--- config.mk ---
export PLATFORM = sky130hd
export DESIGN_NAME = pin_logic_fabric
export DESIGN_NICKNAME = d
export VERILOG_FILES = /design/src/rtl/plf_pkg.sv /design/src/rtl/plf_rst_sync.sv /design/src/rtl/plf_cfg.sv /design/src/rtl/plf_lut_cell.sv /design/src/rtl/plf_wake.sv /design/src/rtl/pin_logic_fabric.sv
export SDC_FILE = /design/constraint.sdc
export NUM_CORES = 1
export LEC_CHECK = 0
export ABC_AREA = 1
export BUFFER_PORTS_ARGS = -buffer_cell sky130_fd_sc_hd__clkbuf_2
export CORE_ASPECT_RATIO = 2
export CORE_MARGIN = 3
export CORE_UTILIZATION = 45
export DETAILED_ROUTE_END_ITERATION = 10
export GPL_TIMING_DRIVEN = 0
export PLACE_DENSITY_LB_ADDON = 0.25
export SYNTH_ARGS = -nofsm -noshare
export SYNTH_HDL_FRONTEND = slang
export SYNTH_SLANG_ARGS = --single-unit
--- constraint.sdc ---
create_clock -name clk -period 8.05 [get_ports clk]
set_clock_uncertainty 0.05 [all_clocks]
set_input_delay 0.4025 -clock clk [delete_from_list [all_inputs] [get_ports clk]]
set_output_delay 0.4025 -clock clk [all_outputs]
set_load 0.01 [all_outputs]
--- src/rtl/plf_pkg.sv ---
package plf_pkg;
  // Number of inputs per lookup table and the truth-table width it implies.
  localparam int LUT_K = 3;
  localparam int TT_W  = 1 << LUT_K;

  // Low bit of input slot k's source code inside a table word.
  function automatic int sel_lo(input int k, input int src_w);
    return TT_W + k * src_w;
  endfunction
endpackage

--- src/rtl/plf_rst_sync.sv ---
module plf_rst_sync (
  input  logic clk,
  input  logic rst_n,
  output logic rst_sync_n
);
  logic [1:0] stage_q;

  always_ff @(posedge clk or negedge rst_n) begin
    if (!rst_n) stage_q <= 2'b00;
    else        stage_q <= {stage_q[0], 1'b1};
  end

  assign rst_sync_n = stage_q[1];
endmodule

--- src/rtl/plf_cfg.sv ---
module plf_cfg #(
  parameter int N_CH   = 8,
  parameter int ADDR_W = 4,
  parameter int WORD_W = 26,
  parameter int SELW_W = 3
) (
  input  logic                     clk,
  input  logic                     rst_n,
  input  logic                     cfg_we,
  input  logic [ADDR_W-1:0]        cfg_addr,
  input  logic [WORD_W-1:0]        cfg_wdata,
  output logic [N_CH*WORD_W-1:0]   lut_cfg,
  output logic                     fab_en,
  output logic                     wake_en,
  output logic [SELW_W-1:0]        wake_sel,
  output logic                     wake_clr
);
  localparam int CTRL_ADDR = N_CH;
  localparam int CLR_ADDR  = N_CH + 1;
  localparam int CTRL_W    = SELW_W + 2;

  for (genvar i = 0; i < N_CH; i++) begin : g_word
    logic              ld;
    logic [WORD_W-1:0] word_q;

    assign ld = cfg_we && (cfg_addr == ADDR_W'(i));

    always_ff @(posedge clk or negedge rst_n) begin
      if (!rst_n)  word_q <= '0;
      else if (ld) word_q <= cfg_wdata;
    end

    assign lut_cfg[i*WORD_W +: WORD_W] = word_q;
  end

  logic              ctrl_ld;
  logic [CTRL_W-1:0] ctrl_q;

  assign ctrl_ld = cfg_we && (cfg_addr == ADDR_W'(CTRL_ADDR));

  always_ff @(posedge clk or negedge rst_n) begin
    if (!rst_n)       ctrl_q <= '0;
    else if (ctrl_ld) ctrl_q <= cfg_wdata[CTRL_W-1:0];
  end

  assign fab_en   = ctrl_q[0];
  assign wake_sel = ctrl_q[SELW_W:1];
  assign wake_en  = ctrl_q[SELW_W+1];
  assign wake_clr = cfg_we && (cfg_addr == ADDR_W'(CLR_ADDR)) && cfg_wdata[0];

  // after a control write, the enable follows the written bit.
  p_ctrl_load_r7: assert property (@(posedge clk) disable iff (!rst_n)
    ctrl_ld |=> (fab_en == $past(cfg_wdata[0])));
endmodule

--- src/rtl/plf_lut_cell.sv ---
module plf_lut_cell #(
  parameter int N_CH  = 8,
  parameter int SRC_W = 5,
  parameter int LUT_K = 3,
  parameter int TT_W  = 8
) (
  input  logic                   clk,
  input  logic                   rst_n,
  input  logic                   ce,
  input  logic [TT_W-1:0]        tt,
  input  logic [LUT_K*SRC_W-1:0] sel,
  input  logic                   ff_en,
  input  logic [N_CH-1:0]        pin_in,
  input  logic [N_CH-1:0]        periph_out,
  input  logic [N_CH-1:0]        fb_q,
  output logic                   lut_out,
  output logic                   q
);
  logic [SRC_W-1:0] sel_k [LUT_K];
  logic [LUT_K-1:0] in_v;
  logic             comb_out;
  logic             q_d;

  for (genvar k = 0; k < LUT_K; k++) begin : g_slot
    assign sel_k[k] = sel[k*SRC_W +: SRC_W];

    always_comb begin
      in_v[k] = 1'b0;
      for (int j = 0; j < N_CH; j++) begin
        if (sel_k[k] == SRC_W'(j))          in_v[k] = pin_in[j];
        if (sel_k[k] == SRC_W'(N_CH + j))   in_v[k] = periph_out[j];
        if (sel_k[k] == SRC_W'(2*N_CH + j)) in_v[k] = fb_q[j];
      end
    end
  end

  assign comb_out = tt[in_v];

  always_comb begin
    q_d = q;
    if (ce) q_d = comb_out;
  end

  always_ff @(posedge clk or negedge rst_n) begin
    if (!rst_n) q <= 1'b0;
    else        q <= q_d;
  end

  assign lut_out = ff_en ? q : comb_out;

  // the feedback flop captures the table result on each enabled clock.
  p_fb_capture_r4: assert property (@(posedge clk) disable iff (!rst_n)
    ce |=> (q == $past(comb_out)));
  // with the fabric stopped the flop holds its value.
  p_fb_hold_r4: assert property (@(posedge clk) disable iff (!rst_n)
    !ce |=> $stable(q));
endmodule

--- src/rtl/plf_wake.sv ---
module plf_wake #(
  parameter int N_CH   = 8,
  parameter int SELW_W = 3
) (
  input  logic              clk,
  input  logic              rst_n,
  input  logic [N_CH-1:0]   lut_out,
  input  logic              fab_en,
  input  logic              wake_en,
  input  logic [SELW_W-1:0] wake_sel,
  input  logic              wake_clr,
  output logic              wake_irq
);
  logic watched;
  logic prev_q, prev_d;
  logic irq_q, irq_d;
  logic rise;

  assign watched = lut_out[wake_sel];
  assign rise    = watched && !prev_q && wake_en && fab_en;

  always_comb begin
    prev_d = watched;
    irq_d  = irq_q;
    if (wake_clr) irq_d = 1'b0;
    if (rise)     irq_d = 1'b1;
  end

  always_ff @(posedge clk or negedge rst_n) begin
    if (!rst_n) begin
      prev_q <= 1'b0;
      irq_q  <= 1'b0;
    end else begin
      prev_q <= prev_d;
      irq_q  <= irq_d;
    end
  end

  assign wake_irq = irq_q;

  // a qualified rising edge sets the flag on the next clock.
  p_rise_sets_r8: assert property (@(posedge clk) disable iff (!rst_n)
    rise |=> wake_irq);
  // the flag never rises unless waking was enabled.
  p_rise_needs_en_r8: assert property (@(posedge clk) disable iff (!rst_n)
    $rose(wake_irq) |-> $past(wake_en && fab_en));
  // without a clear the flag holds.
  p_sticky_r9: assert property (@(posedge clk) disable iff (!rst_n)
    (wake_irq && !wake_clr) |=> wake_irq);
endmodule

--- src/rtl/pin_logic_fabric.sv ---
module pin_logic_fabric #(
  parameter int N_CH   = 8,
  parameter int ADDR_W = 4
) (
  input  logic                clk,
  input  logic                rst_n,
  input  logic                cfg_we,
  input  logic [ADDR_W-1:0]   cfg_addr,
  input  logic [plf_pkg::TT_W+3*$clog2(3*N_CH+1)+2:0] cfg_wdata,
  input  logic [N_CH-1:0]     pin_in,
  input  logic [N_CH-1:0]     periph_out,
  output logic [N_CH-1:0]     pin_out,
  output logic [N_CH-1:0]     periph_in,
  output logic                wake_irq
);
  import plf_pkg::*;

  localparam int SRC_W  = $clog2(3*N_CH + 1);
  localparam int SEL_W  = LUT_K * SRC_W;
  localparam int FF_BIT = TT_W + SEL_W;
  localparam int PB_BIT = FF_BIT + 1;
  localparam int QB_BIT = FF_BIT + 2;
  localparam int WORD_W = QB_BIT + 1;
  localparam int SELW_W = $clog2(N_CH);

  logic                   rst_s_n;
  logic [N_CH*WORD_W-1:0] lut_cfg;
  logic                   fab_en;
  logic                   wake_en;
  logic [SELW_W-1:0]      wake_sel;
  logic                   wake_clr;
  logic [N_CH-1:0]        lut_out;
  logic [N_CH-1:0]        lut_q;

  plf_rst_sync u_rst (
    .clk        (clk),
    .rst_n      (rst_n),
    .rst_sync_n (rst_s_n)
  );

  plf_cfg #(
    .N_CH   (N_CH),
    .ADDR_W (ADDR_W),
    .WORD_W (WORD_W),
    .SELW_W (SELW_W)
  ) u_cfg (
    .clk       (clk),
    .rst_n     (rst_s_n),
    .cfg_we    (cfg_we),
    .cfg_addr  (cfg_addr),
    .cfg_wdata (cfg_wdata),
    .lut_cfg   (lut_cfg),
    .fab_en    (fab_en),
    .wake_en   (wake_en),
    .wake_sel  (wake_sel),
    .wake_clr  (wake_clr)
  );

  for (genvar i = 0; i < N_CH; i++) begin : g_ch
    logic [WORD_W-1:0] word;
    logic              out_byp;
    logic              in_byp;

    assign word    = lut_cfg[i*WORD_W +: WORD_W];
    assign out_byp = !fab_en || word[PB_BIT];
    assign in_byp  = !fab_en || word[QB_BIT];

    plf_lut_cell #(
      .N_CH  (N_CH),
      .SRC_W (SRC_W),
      .LUT_K (LUT_K),
      .TT_W  (TT_W)
    ) u_cell (
      .clk        (clk),
      .rst_n      (rst_s_n),
      .ce         (fab_en),
      .tt         (word[TT_W-1:0]),
      .sel        (word[sel_lo(0, SRC_W) +: SEL_W]),
      .ff_en      (word[FF_BIT]),
      .pin_in     (pin_in),
      .periph_out (periph_out),
      .fb_q       (lut_q),
      .lut_out    (lut_out[i]),
      .q          (lut_q[i])
    );

    assign pin_out[i]   = out_byp ? periph_out[i] : lut_out[i];
    assign periph_in[i] = in_byp  ? pin_in[i]     : lut_out[i];
  end

  plf_wake #(
    .N_CH   (N_CH),
    .SELW_W (SELW_W)
  ) u_wake (
    .clk      (clk),
    .rst_n    (rst_s_n),
    .lut_out  (lut_out),
    .fab_en   (fab_en),
    .wake_en  (wake_en),
    .wake_sel (wake_sel),
    .wake_clr (wake_clr),
    .wake_irq (wake_irq)
  );

  // with the fabric disabled both paths are plain feed-throughs.
  p_out_bypass_r7: assert property (@(posedge clk) disable iff (!rst_s_n)
    !fab_en |-> (pin_out == periph_out));
  p_in_bypass_r7: assert property (@(posedge clk) disable iff (!rst_s_n)
    !fab_en |-> (periph_in == pin_in));
  // the flag is clear on the first cycle out of reset.
  p_reset_flag_r1: assert property (@(posedge clk)
    $rose(rst_s_n) |-> !wake_irq);
endmodule

==> results.yml, run 1 <==
die:
  die_w_um: 148
  ios: 66
  dieArea_um2: 43000
  core_area_um2: 39700
  die_h_um: 290
  fp-row-count: 103
  initial_core_util_pct: 45.8
sta:
  grt_setup_unrepaired: "false"
  fin_hold_ws_ps: 26.6
  maxSlewViolCount: 0
  setup_viol: 0
  max_freq_mhz: 189
  finalCriticalPeriod_ps: 5280
  finalSetupTns_ps: 0
  finalCritPeriodShare_pct: 65.6
  tightest_slew_ps: 1390
  hold_viol: 0
  max-slew-margin-rel_pct: 7.52
final_layout:
  fin_nets: 3183
  drive_above_1_share_pct: 6.35
  layout_common_cells: "nand2_1 (1018), inv_1 (439), nor2_1 (321), o21ai_0 (259), dfrtp_1 (224)"
  multi_input_comb_area_um2: 10400
  layout_commonest_cell: "nand2_1"
  layout-area-overhead-vs-synth_pct: 10.2
  seq_area_um2: 5630
  fillers: 4304
  antenna_cells: 0
power:
  power_density_nw_per_um2: 282
  pwr-share-comb_pct: 50.1
  switching_share_pct: 50.9
  p_switching_uw: 2880
  power.internal_uw: 2780
  cellLeakagePower_uw: 0.00993
  clkPwrFrac_pct: 20.5
  pwr-share-seq_pct: 29.4
  vdd_ir_drop_max_mv: 0.235
flow_run:
  drv_cap: 0
place:
  port_buffers: 63
  gp_congestion: 1.03
  dpl.hpwl_mm: 65.3
drt:
  drtAntennaViolNets: 0
  vias: 21900
  wl_per_cell_um: 23.7
  drt-pass1-iter-count: 8
  routed_wl_mm: 87.0
  remaining_drc_errors: 0
  drt_iter0_drc: 1842
  via_per_inst: 5.97
critical_path:
  path_max_fanout: 10
  timing.critical_path.from_type: "flip-flop"
  critPathKind: "flip-flop to output pin"
  crit_path_end_kind: "output pin"
  crit_arrival_ps: 4830
  crit_chain: "inv_1, clkbuf_1, nand3_1, nand2_1, nand2_1, nand2_1, nand2_1, nand2_1, nand2_1, nand2_1, nand2_1, nand2_1, nand2_1, nand2_1, nand2_1, nand2_1, nand2_1, a21oi_1, nand3_1, nand3_2, nand3_2, and2_1, a21oi_1, clkbuf_2"
  worst_path_most_repeated_cell: "nand2_1"
  cpMaxStageDelayCell: "clkbuf_1"
  r2r_setup_slack_ps: 3630
  slowest_delay_ps: 920
  critPathRequiredTime_ps: 7600
cts:
  postCtsHoldBufs: 1
  cts_buffer_depth: 3
  numCtsBuffers: 22
  ctsResizeCount: 0
  clk_pin_slew_ps: 70
  clk_latency_ps: 550
  cts_root_buf: "clkbuf_16"
  post_cts_buffers: 0
  cts_tree: "done"
  ctsHtreeMaxLevel: 1
  cts_sinks: 225
global_routing:
  antenna_found_initial: 2
  grt.overflow.total: 0
  grt_max_degree: 70
  grt_first_pass_wirelength_mm: 127
  track_usage_pct: 39.5
  grt_pass1_vias: 21000
synthesis:
  synth_simple_gate_area_share_pct: 39.6
  netlist.area_leader.share_pct: 31.0
  synth_nets: 3092
  synth.area.top_cells: "dfrtp_1 (31%), nand2_1 (21%), inv_1 (9.1%), o21ai_0 (7.1%), nor2_1 (6.6%)"
  synth_mux_area_share_pct: 0
  synth-compound-area-share_pct: 17.5
  synth_top_family_by_area: "simple AND/OR/NAND/NOR gates"
  yosys_warnings: 0
  synth_cell_types: 43
  synthAdderAreaFrac_pct: 0
  ys_seq_area_share_pct: 31.0
  synth_area_leader_cell: "dfrtp_1"
  syn_inst: 3043
  syn_area_per_cell_um2: 5.97
  synth-seq-cells: 225
  syn_area_um2: 18200
  synthXorXnorAreaFrac_pct: 0
outcome:
  outcome: "complete, no violations"
min_path:
  min_path_type: "primary input to flip-flop"
==> metrics by stage <==
stage / instances / power (uW) / util, % / setup WS [ps] / area, um2
finish: 3675 / 5660 / 50.5 / 2770 / 20000
global route: 3675 / 5990 / 50.5 / 2610 / 20000
CTS: 3675 / 5580 / 50.5 / 2920 / 20000
detailed placement: 3634 / 4410 / 48.4 / 3040 / 19200
global placement: 3631 / 4370 / 48.2 / -1380 / 19100
floorplan: 3043 / 3360 / - / 1270 / 18200
==> sequential cells by signal (all words and copies together) (netlist names) <==
name	count
u_wake.prev_q	1
u_wake.wake_irq	1
g_ch.u_cell.q	8
u_cfg.ctrl_q	5
u_rst.stage_q	2
u_cfg.g_word.word_q	208
==> area by class of cell <==
type                    instances  share of cell area [%]
multi-input cells            2256                    51.9
flip-flops and latches        225                    28.1
inverters                     454                    8.51
well taps                     525                    3.28
clock buffers                  26                    2.92
plain buffers                 108                    2.25
repair buffers                 67                    2.04
clock inverters                14                    1.00
==> critical path: cells and delay by family, from the launching register on <==
kind | cells | cell delay, ps
buffers and inverters | 3 | 1410
AND/OR/NAND/NOR | 19 | 1560
flip-flops | 1 | 440
AO/OA/AOI/OAI | 2 | 840
==> Yosys cell counts <==
cell,number
o32ai_1,9
nor2_2,14
conb_1,1
clkinv_1,4
o41ai_1,2
nand2_1,1018
nand3b_1,16
buf_2,24
a21boi_0,1
o21ai_0,259
clkbuf_1,78
nor3b_1,1
o22ai_1,10
a21oi_1,65
nand4_2,1
nor2_1,321
nand2_4,2
o21ai_1,2
nor3_1,44
a31o_2,13
buf_1,2
o211ai_1,22
and2_1,8
nand3_1,210
inv_1,439
a41o_1,4
nand2_2,12
nor2_4,5
o21bai_1,1
inv_2,11
nor4_1,2
a41oi_1,19
dfrtp_1,225
o2111ai_1,23
a32o_1,4
buf_4,4
o31ai_1,28
nand3_2,6
o31ai_2,1
or2_2,2
or2_0,1
a31oi_1,68
nand4_1,61
==> final timing paths <==
check / start / end / cells after the start
worst max-delay path: g_ch[2].u_cell.q$_DFFE_PN0P_ / periph_in[7] / 24
min in group asynchronous: rst_n / u_rst.stage_q[0]$_DFF_PN0_ / 2
max in group asynchronous: u_rst.stage_q[1]$_DFF_PN0_ / u_cfg.g_word[7].word_q[15]$_DFFE_PN0P_ / 1
worst min register to register: u_rst.stage_q[1]$_DFF_PN0_ / u_cfg.g_word[5].word_q[6]$_DFFE_PN0P_ / 0
worst max register to register: g_ch[2].u_cell.q$_DFFE_PN0P_ / u_wake.wake_irq$_DFFE_PN0P_ / 26
worst min-delay path: cfg_wdata[25] / u_cfg.g_word[5].word_q[25]$_DFFE_PN0P_ / 3
==> power by group through the flow <==
stage	Combinational (uW)	Sequential (uW)	Clock [uW]
after floorplan	1780	1590	0
after global placement	2690	1680	0
after detailed placement	2750	1670	0
after CTS	2760	1650	1170
after global routing	3090	1690	1210
final	2830	1660	1160
==> kinds of logic (layout without fill, tap and decap cells) <==
group / Yosys count / in the layout
compound gates: 531 / 531
buf+inv: 562 / 669
flops: 225 / 225
other cells: 1 / 1
simple gates: 1724 / 1724
==> metal layers <==
metal / vias up / part of all wire [%] / GRT usage (%)
li1: 10100 / - / -
met3: 447 / 8.6 / 7.32
met4: 0 / 11 / 34.9
met1: 10200 / 33 / 41.2
met5: - / 0 / 0
met2: 1225 / 47 / 66.5
(Power assumes the default switching activity.)
==> run 2: changes to the inputs <==
clock period = 5.5 ns   (was 8.05 ns; I/O delays follow)
==> results.yml, run 2 (same netlist as run 1, synthesis figures left out) <==
outcome:
  outcome: "complete, no violations"
critical_path:
  reg2reg_from: "g_ch[3].u_cell.q$_DFFE_PN0P_"
  critPathKind: "flip-flop to output pin"
  path_max_fanout: 10
  crit_start: "g_ch[3].u_cell.q$_DFFE_PN0P_"
  critPathRequiredTime_ps: 5180
  crit_arrival_ps: 5040
  timing.critical_path.from_type: "flip-flop"
  crit_path_end_kind: "output pin"
global_routing:
  track_usage_pct: 39.4
  gr-usage-met2_pct: 64.5
  grt_pass1_vias: 21300
  grt.overflow.total: 0
  grtUsageMet1_pct: 42.2
  grt_busiest_layer: "met2"
  grt_max_degree: 68
  antenna_found_initial: 0
  grt_first_pass_wirelength_mm: 127
  use_met3_pct: 5.46
place:
  gp_congestion: 1.02
  dpl.hpwl_mm: 64.0
  port_buffers: 63
  dp_worst_setup_slack_ps: 861
  dpl_cell_area_um2: 19200
sta:
  max_freq_mhz: 186
  finalCriticalPeriod_ps: 5370
  finalSetupTns_ps: 0
  grt_setup_unrepaired: "false"
  setup_slack_ps: 132
  setup_viol: 0
  finalCritPeriodShare_pct: 97.6
  hold_viol: 0
  tightest_slew_ps: 1430
  fin_hold_ws_ps: 37.1
  max-slew-margin-rel_pct: 4.77
  maxSlewViolCount: 0
power:
  pwr-share-seq_pct: 28.9
  switching_share_pct: 50.4
  cellLeakagePower_uw: 0.0101
  clkPwrFrac_pct: 21.6
  pwr-share-comb_pct: 49.5
  vdd_ir_drop_max_mv: 0.295
  power.internal_uw: 4180
  power_density_nw_per_um2: 414
  p_switching_uw: 4250
final_layout:
  fillers: 4238
  final_area_um2: 20300
  multi_input_comb_area_um2: 10400
  reg_top3: "u_cfg.g_word.word_q: 208 flops, g_ch.u_cell.q: 8 flops, u_cfg.ctrl_q: 5 flops"
  largest_reg_flops: 208
  final_util_pct: 51.2
  layout_commonest_cell: "nand2_1"
  layout-area-overhead-vs-synth_pct: 11.9
  seq_area_um2: 5630
  drive_above_1_share_pct: 6.27
  fin_nets: 3209
  layout_common_cells: "nand2_1 (1018), inv_1 (439), nor2_1 (321), o21ai_0 (259), dfrtp_1 (224)"
  top_register: "u_cfg.g_word.word_q"
drt:
  wl_per_cell_um: 23.4
  drtAntennaViolNets: 0
  routed_wl_mm: 86.6
  drt_iter0_drc: 1982
  drt-pass1-iter-count: 8
  remaining_drc_errors: 0
  vias: 21900
  via_per_inst: 5.92
die:
  fp-row-count: 103
  initial_core_util_pct: 45.8
  dieArea_um2: 43000
  ios: 66
  die_w_um: 148
  core_area_um2: 39700
  die_h_um: 290
cts:
  post_cts_buffers: 0
  clk_pin_slew_ps: 70
  postCtsHoldBufs: 26
  cts_buffer_depth: 3
  cts_sinks: 225
  ctsHtreeMaxLevel: 1
  numCtsBuffers: 23
  cts_tree: "done"
  clk_latency_ps: 570
  ctsResizeCount: 0
  cts_root_buf: "clkbuf_16"
flow_run:
  drv_cap: 0
min_path:
  min_path_type: "primary input to flip-flop"
  hp-start: "cfg_wdata[17]"
[run 2: metal layers]
layer	vias up	part of all wire, %
li1	10100	-
met1	10200	33
met4	0	13
met5	-	0
met2	1134	46
met3	448	7.7
[run 2: metrics by stage]
stage	power [uW]	std cells
after floorplan	4920	3043
after global placement	6390	3631
after detailed placement	6450	3634
after CTS	8280	3701
after global routing	8890	3701
final	8420	3702
[run 2: power groups by stage]
stage,registers [uW],clock network [uW],logic (uW)
final,2440,1820,4170
after floorplan,2320,0,2600
after detailed placement,2450,0,4010
after global placement,2470,0,3930
after CTS,2420,1830,4040
after global routing,2480,1880,4540
[run 2: critical path: stages, from the launching register on]
cell and delay (ps):
dfrtp_1 350, clkbuf_1 710, clkbuf_1 950, a31o_2 280, inv_1 40, nand2_1 50, a21oi_1 60, nand4_1 80
nand2_1 70, nand2_1 50, nand2_1 50, nand2_1 50, nand2_1 60, a21oi_1 800, nand3_1 200, nand3_1 190
and2_1 210, a21oi_1 90, clkbuf_2 130
[run 2: final timing paths]
| kind | end | slack [ps] | cells past startpoint |
|---|---|---|---|
| max | periph_in[6] | 130 | 18 |
| min | u_cfg.g_word[5].word_q[17]$_DFFE_PN0P_ | 40 | 3 |
| min in group asynchronous | u_cfg.g_word[6].word_q[25]$_DFFE_PN0P_ | 270 | 0 |
| max in group asynchronous | u_cfg.g_word[5].word_q[17]$_DFFE_PN0P_ | 4020 | 2 |
| max reg2reg | u_wake.wake_irq$_DFFE_PN0P_ | 800 | 20 |
| min reg2reg | u_cfg.g_word[6].word_q[25]$_DFFE_PN0P_ | 270 | 0 |
[run 2: cell type report]
type | count | share of cell area (%)
multi-input combinational | 2256 | 51.1
antenna | 1 | 0.0123
buffer | 108 | 2.21
clock inverter | 11 | 1.06
inverter | 454 | 8.38
sequential | 225 | 27.7
clock buffer | 30 | 3.11
timing repair buffer | 92 | 3.24
tap | 525 | 3.23
